--- src/rtl/fit_pkg.sv ---
// fit_pkg: field positions and shared types of the fixed interval timer.
// Assumes a 32-bit control and status register layout.
package fit_pkg;
    localparam int REG_W         = 32;
    localparam int SEL_LSB       = 24;  // period select field, two bits
    localparam int IEN_BIT       = 23;  // interrupt enable
    localparam int STAT_KEEP_LSB = 26;  // lowest status bit that is stored
    localparam int STAT_EVT_BIT  = 26;  // event flag in the status word
    localparam int NUM_SEL       = 4;

    typedef logic [1:0] prd_sel_t;
endpackage

--- src/rtl/fit_period_lut.sv ---
// fit_period_lut: turns the 2-bit select into the terminal count (period - 1).
// Assumes BASE_LOG2 + 3*STEP_LOG2 <= CNT_W and <= 63.
module fit_period_lut #(
    parameter int BASE_LOG2 = 9,
    parameter int STEP_LOG2 = 4,
    parameter int CNT_W     = BASE_LOG2 + 3 * STEP_LOG2
) (
    input  fit_pkg::prd_sel_t  sel_i,
    output logic [CNT_W-1:0]   term_o
);
    logic [CNT_W-1:0] term_tab [fit_pkg::NUM_SEL];

    // one terminal count for each select code
    for (genvar g = 0; g < fit_pkg::NUM_SEL; g++) begin : g_term
        localparam int      EXP  = BASE_LOG2 + g * STEP_LOG2;
        localparam longint  FULL = (64'sd1 <<< EXP) - 64'sd1;
        assign term_tab[g] = FULL[CNT_W-1:0];
    end

    // pick the entry named by the select field
    always_comb term_o = term_tab[sel_i];
endmodule

--- src/rtl/fit_tick_counter.sv ---
// fit_tick_counter: counts enabled ticks against an armed terminal count.
// It pulses expire_o on the completing tick and re-arms from term_i at that moment.
// Assumes term_i is stable enough to sample once per period.
module fit_tick_counter #(
    parameter int CNT_W = 21
) (
    input  logic             clk,
    input  logic             rst_n,
    input  logic             tick_en,
    input  logic [CNT_W-1:0] term_i,
    output logic             expire_o
);
    logic [CNT_W-1:0] cnt_q;
    logic [CNT_W-1:0] term_q;
    logic             armed_q;
    logic [CNT_W-1:0] eff_term;

    // until armed after reset, the live select defines the first period
    always_comb eff_term = armed_q ? term_q : term_i;

    // expiry happens only on an enabled tick at the terminal count
    always_comb expire_o = tick_en && (cnt_q == eff_term);

    // count ticks, latch the period at arm time, restart on expiry
    always_ff @(posedge clk) begin
        if (!rst_n) begin
            cnt_q   <= '0;
            term_q  <= '0;
            armed_q <= 1'b0;
        end else begin
            if (!armed_q) begin
                armed_q <= 1'b1;
                term_q  <= term_i;
            end
            if (tick_en) begin
                if (expire_o) begin
                    cnt_q  <= '0;
                    term_q <= term_i;
                end else begin
                    cnt_q <= cnt_q + 1'b1;
                end
            end
        end
    end
endmodule

--- src/rtl/fit_status.sv ---
// fit_status: holds the stored upper status bits and the sticky event flag.
// Priority: write loads, then clear drops the flag, then an event sets it.
module fit_status #(
    parameter int KEEP_W  = 6,
    parameter int EVT_IDX = 0
) (
    input  logic              clk,
    input  logic              rst_n,
    input  logic              set_i,
    input  logic              clr_i,
    input  logic              wr_i,
    input  logic [KEEP_W-1:0] wdata_i,
    input  logic              ien_i,
    output logic [KEEP_W-1:0] stat_o,
    output logic              irq_o
);
    logic [KEEP_W-1:0] stat_q;
    logic [KEEP_W-1:0] stat_nxt;

    // resolve write, clear and event into the next status image
    always_comb begin
        stat_nxt = wr_i ? wdata_i : stat_q;
        if (clr_i) stat_nxt[EVT_IDX] = 1'b0;
        if (set_i) stat_nxt[EVT_IDX] = 1'b1;
    end

    // status storage
    always_ff @(posedge clk) begin
        if (!rst_n) stat_q <= '0;
        else        stat_q <= stat_nxt;
    end

    // the interrupt is the flag gated by the enable
    always_comb irq_o = stat_q[EVT_IDX] & ien_i;

    assign stat_o = stat_q;
endmodule

--- src/rtl/fit_timer.sv ---
// fit_timer: fixed interval timer with a four-way power-of-two period select.
// It consumes the control value, drives the status set strobe, and keeps the
// status image. Assumes tick_en is synchronous to clk.
module fit_timer #(
    parameter int BASE_LOG2 = 9,
    parameter int STEP_LOG2 = 4
) (
    input  logic        clk,
    input  logic        rst_n,
    input  logic        tick_en,
    input  logic [31:0] ctrl_i,
    input  logic        stat_wr,
    input  logic [31:0] stat_wdata,
    input  logic        stat_clr,
    output logic        evt_o,
    output logic [31:0] stat_o,
    output logic        irq_o
);
    import fit_pkg::*;

    localparam int CNT_W  = BASE_LOG2 + 3 * STEP_LOG2;
    localparam int KEEP_W = REG_W - STAT_KEEP_LSB;

    prd_sel_t          sel;
    logic [CNT_W-1:0]  term;
    logic [KEEP_W-1:0] keep;

    // decode the period select field
    always_comb sel = ctrl_i[SEL_LSB +: 2];

    fit_period_lut #(
        .BASE_LOG2 (BASE_LOG2),
        .STEP_LOG2 (STEP_LOG2),
        .CNT_W     (CNT_W)
    ) u_lut (
        .sel_i  (sel),
        .term_o (term)
    );

    fit_tick_counter #(
        .CNT_W (CNT_W)
    ) u_cnt (
        .clk      (clk),
        .rst_n    (rst_n),
        .tick_en  (tick_en),
        .term_i   (term),
        .expire_o (evt_o)
    );

    fit_status #(
        .KEEP_W  (KEEP_W),
        .EVT_IDX (STAT_EVT_BIT - STAT_KEEP_LSB)
    ) u_stat (
        .clk     (clk),
        .rst_n   (rst_n),
        .set_i   (evt_o),
        .clr_i   (stat_clr),
        .wr_i    (stat_wr),
        .wdata_i (stat_wdata[REG_W-1:STAT_KEEP_LSB]),
        .ien_i   (ctrl_i[IEN_BIT]),
        .stat_o  (keep),
        .irq_o   (irq_o)
    );

    // place the stored bits at the top of the status word
    assign stat_o = {keep, {STAT_KEEP_LSB{1'b0}}};
endmodule

--- config.mk ---
export PLATFORM = sky130hd
export DESIGN_NAME = fit_timer
export DESIGN_NICKNAME = d
export VERILOG_FILES = /design/src/rtl/fit_pkg.sv /design/src/rtl/fit_period_lut.sv /design/src/rtl/fit_tick_counter.sv /design/src/rtl/fit_status.sv /design/src/rtl/fit_timer.sv
export SDC_FILE = /design/constraint.sdc
export NUM_CORES = 1
export LEC_CHECK = 0
export ABC_AREA = 1
export BUFFER_PORTS_ARGS = -buffer_cell sky130_fd_sc_hd__buf_2
export CORE_MARGIN = 5
export CORE_UTILIZATION = 40
export CTS_BUF_LIST = sky130_fd_sc_hd__clkbuf_8
export CTS_CLUSTER_SIZE = 8
export DETAILED_ROUTE_END_ITERATION = 10
export PLACE_DENSITY = 0.64
export SLEW_MARGIN = 5
export SYNTH_ARGS = -nofsm -noshare
export SYNTH_HDL_FRONTEND = slang
export SYNTH_HIERARCHICAL = 1
export SYNTH_SLANG_ARGS = --single-unit
--- constraint.sdc ---
create_clock -name clk -period 1.9 [get_ports clk]
set_clock_uncertainty 0.15 [all_clocks]
set_input_delay 0.285 -clock clk [delete_from_list [all_inputs] [get_ports clk]]
set_output_delay 0.285 -clock clk [all_outputs]
set_load 0.01 [all_outputs]
==> impl_metrics.json <==
{
  "status": "finished, violations left",
  "violations": "setup timing",
  "min-delay-start": "stat_wdata[27]",
  "wl_met3_um": 488,
  "synth_fa_ha_area_share_pct": 0.365,
  "synth_commonest_cells": "nand2_1, nor2_1, inv_1",
  "clkLatencyLatePin_ns": 0.31,
  "multiInputGateArea_mm2": 0.00193,
  "firstDrtPassIters": 4,
  "diodes": 0,
  "cp-start-kind": "register",
  "cap_violations": 0,
  "reg2reg_setup_slack_ns": -0.25,
  "path_clk_slew_ns": 0.09,
  "whs_path_depth": 3,
  "num_rows": 33,
  "fill_cells": 853,
  "cts_buffer_depth": 2,
  "die_h_um": 103,
  "cp_common_cell": "nand2_2",
  "routed_via_density": 4.61,
  "grt_first_pass_wirelength_um": 14700,
  "cts_sinks": 49,
  "min_path_type": "in -> reg",
  "grt_pass1_vias": 3395,
  "drtIter0Drc": 166,
  "die-area_mm2": 0.0105,
  "yosys-top-cells-area": "dfxtp_1, nand2_1, nor2_1",
  "wl_met1_um": 4080,
  "yosysMostFrequentCell": "nand2_1",
  "port_buffers": 21,
  "synthArstFlopShare_pct": 0,
  "rsz0062_at_grt": "true",
  "synth_cells": 597,
  "drt-wirelength-per-cell_um": 11.5,
  "period_needed_ns": 2.23,
  "fmax_ghz": 0.449,
  "syn_area_mm2": 0.00343,
  "synth.distinct_cells": 26,
  "power.leakage_nw": 2.38,
  "io-pin-count": 103,
  "cp_top_family": "simple AND/OR/NAND/NOR gates",
  "wl_um": 8860,
  "ys_ff_latch": 49,
  "start_util_pct": 41.3,
  "fin_cells": 772,
  "yosysWarnings": 6,
  "track_usage_pct": 17.1,
  "numCtsBuffers": 5,
  "cp.required_ns": 1.46,
  "hold_end": "u_stat/stat_o[1]$_SDFFE_PN0P_",
  "synth_top_family_by_area": "simple AND/OR/NAND/NOR gates",
  "routabilityCongestion": 0.919,
  "syn_avg_cell_area_um2": 5.74,
  "area_delta_synth_final_pct": 22.6,
  "routed-wl-met2_um": 4230,
  "grt_antenna_before_repair": 0,
  "reg2reg_depth": 16,
  "yosys.area_share.xor_xnor_pct": 1.79,
  "fin_crit_sh_pct": 117,
  "cp_slowest_stage_delay_ns": 0.39,
  "fin_ws_ns": -0.326,
  "synth_top_area_share_pct": 28.6,
  "clk_root_buffer_cell": "clkbuf_8",
  "grt_overflow_total": 0,
  "worstSetupPathType": "reg -> out",
  "finalSetupViolCount": 42,
  "fin_nets": 736,
  "slew_violations": 0,
  "final_util_pct": 50.6,
  "drc": 0,
  "finalHoldViolCount": 0,
  "crit-reg2reg-launch": "u_cnt/armed_q$_DFF_P_",
  "cp-end-kind": "primary output",
  "crit_path_cell_trace": "inv_4 > clkbuf_16 > nand2_4 > nand2_2 > nand2_2 > nand2_2 > nor2_1 > nand2_1 > nor2_1 > nand3_2 > inv_2 > buf_6",
  "cts_tree": "built",
  "yosysTopAreaCell": "dfxtp_1",
  "hpwl_um": 6500,
  "arrival_ns": 1.79,
  "die_w_um": 103,
  "ys_seq_area_share_pct": 28.6,
  "r2r-end": "u_cnt/term_q[7]$_SDFF_PN0_",
  "ant_nets": 0,
  "synth_edf_count": 0,
  "ir_drop_v": 0.000279,
  "synth_top_flop_cell": "dfxtp_1",
  "powerDensity_mw_per_mm2": 567,
  "crit_buf_inv": 4,
  "num_vias": 3561,
  "post-place-cells": 760,
  "cts_max_level": 2,
  "muxShareOfSynthArea_pct": 0,
  "maxUsedRoutingLayer": "met4",
  "area.sequential_um2": 985,
  "grt_max_degree": 32,
  "slowest_stage": "dfxtp_4",
  "synth_compound_area_share_pct": 2.52,
  "drive_gt1_share_pct": 20.4,
  "coreArea_mm2": 0.00830,
  "cp_max_fo": 10,
  "yosys.area_share.simple_pct": 44.5
}
[per-stage QoR]
stage	power (mW)	hold slack [ns]	setup TNS, ns	instance area, um2	worst slack [ns]
finish	2.38	0.0411	-8.00	4200	-0.326
global placement	1.55	0.323	-9.40	3870	-0.254
CTS	2.38	0.0413	-6.45	4110	-0.301
global route	2.52	0.0539	-13.32	4200	-0.433
detailed placement	1.56	0.333	-10.64	3870	-0.292
floorplan	1.45	0.163	0	3560	0.00732
[per-layer routing]
layer | track usage, % | vias up
li1 | - | 1852
met1 | 21.9 | 1621
met2 | 30.4 | 82
met3 | 2.84 | 6
met4 | 3.53 | 0
met5 | 0 | -
[where the power goes]
part / leakage [nW] / switching [mW] / internal (mW)
clock network: 0.0574 / 0.385 / 0.429
registers: 0.402 / 0.0191 / 1.07
logic: 1.92 / 0.284 / 0.198
[how the worst max path moves through the flow]
stage | endpoint | depth (start not counted) | slack (ns) | startpoint
floorplan | evt_o | 12 | 0.007 | u_cnt/armed_q$_DFF_P_
global placement | u_cnt/term_q[7]$_SDFF_PN0_ | 16 | -0.25 | ctrl_i[25]
detailed placement | u_cnt/term_q[1]$_SDFF_PN0_ | 16 | -0.29 | ctrl_i[25]
CTS | evt_o | 12 | -0.30 | u_cnt/armed_q$_DFF_P_
global route | evt_o | 11 | -0.43 | u_cnt/armed_q$_DFF_P_
finish | evt_o | 12 | -0.33 | u_cnt/armed_q$_DFF_P_
[layout by cell type, fill, tap and decap left out, types with 2 or more instances in the layout]
cell      synthesis  layout
a21oi_1           2       2
buf_12            0       3
buf_2             9      20
buf_4            45      59
buf_6             2       5
clkbuf_8          0       6
conb_1            2      35
dfxtp_1          49      48
inv_1            87      86
inv_2             2       2
nand2_1         211     192
nand2_2           1      18
nand3_1          40      35
nand3_2           2       7
nand3b_1          5       5
nand4_1          13      13
nor2_1           97      92
nor2_2            0       4
o21ai_0          11      11
xor2_1            7       7
[logic make-up after synthesis]
group,Yosys count
other,2
AO/OA/AOI/OAI,16
adder cells (fa/ha/maj),1
AND/OR/NAND/NOR,373
flip-flops,49
XOR/XNOR,7
buffers and inverters,149
[state kept, by name, summed over array words and instances (netlist names)]
name,count
u_cnt/cnt_q,21
u_cnt/term_q,21
u_stat/stat_o,6
u_cnt/armed_q,1
[layout make-up]
class	instances	area share, %
flip-flops and latches	49	23.4
clock buffers	6	1.97
clock inverters	2	0.893
well taps	105	3.13
multi-input cells	432	45.9
repair buffers	89	16.6
inverters	89	8.01
[what timing repair did]
action	CTS	global route
hold buffers	0	0
pin swaps	3	6
cloned	0	1
setup endpoints to repair	44	44
buffers inserted	2	1
resized for setup	29	18
[worst reg2reg max path, stage by stage, from the launching register on]
cell	delay, ns
dfxtp_4	0.39
inv_4	0.06
clkbuf_16	0.17
nand2_4	0.06
nand2_2	0.06
nand2_2	0.07
nand2_2	0.06
nor2_1	0.12
nand2_1	0.06
nor2_1	0.13
nand3_2	0.12
buf_4	0.15
buf_6	0.14
buf_12	0.15
nand2_1	0.06
nand2_1	0.04
nor2_1	0.09
(Power assumes the default switching activity.)
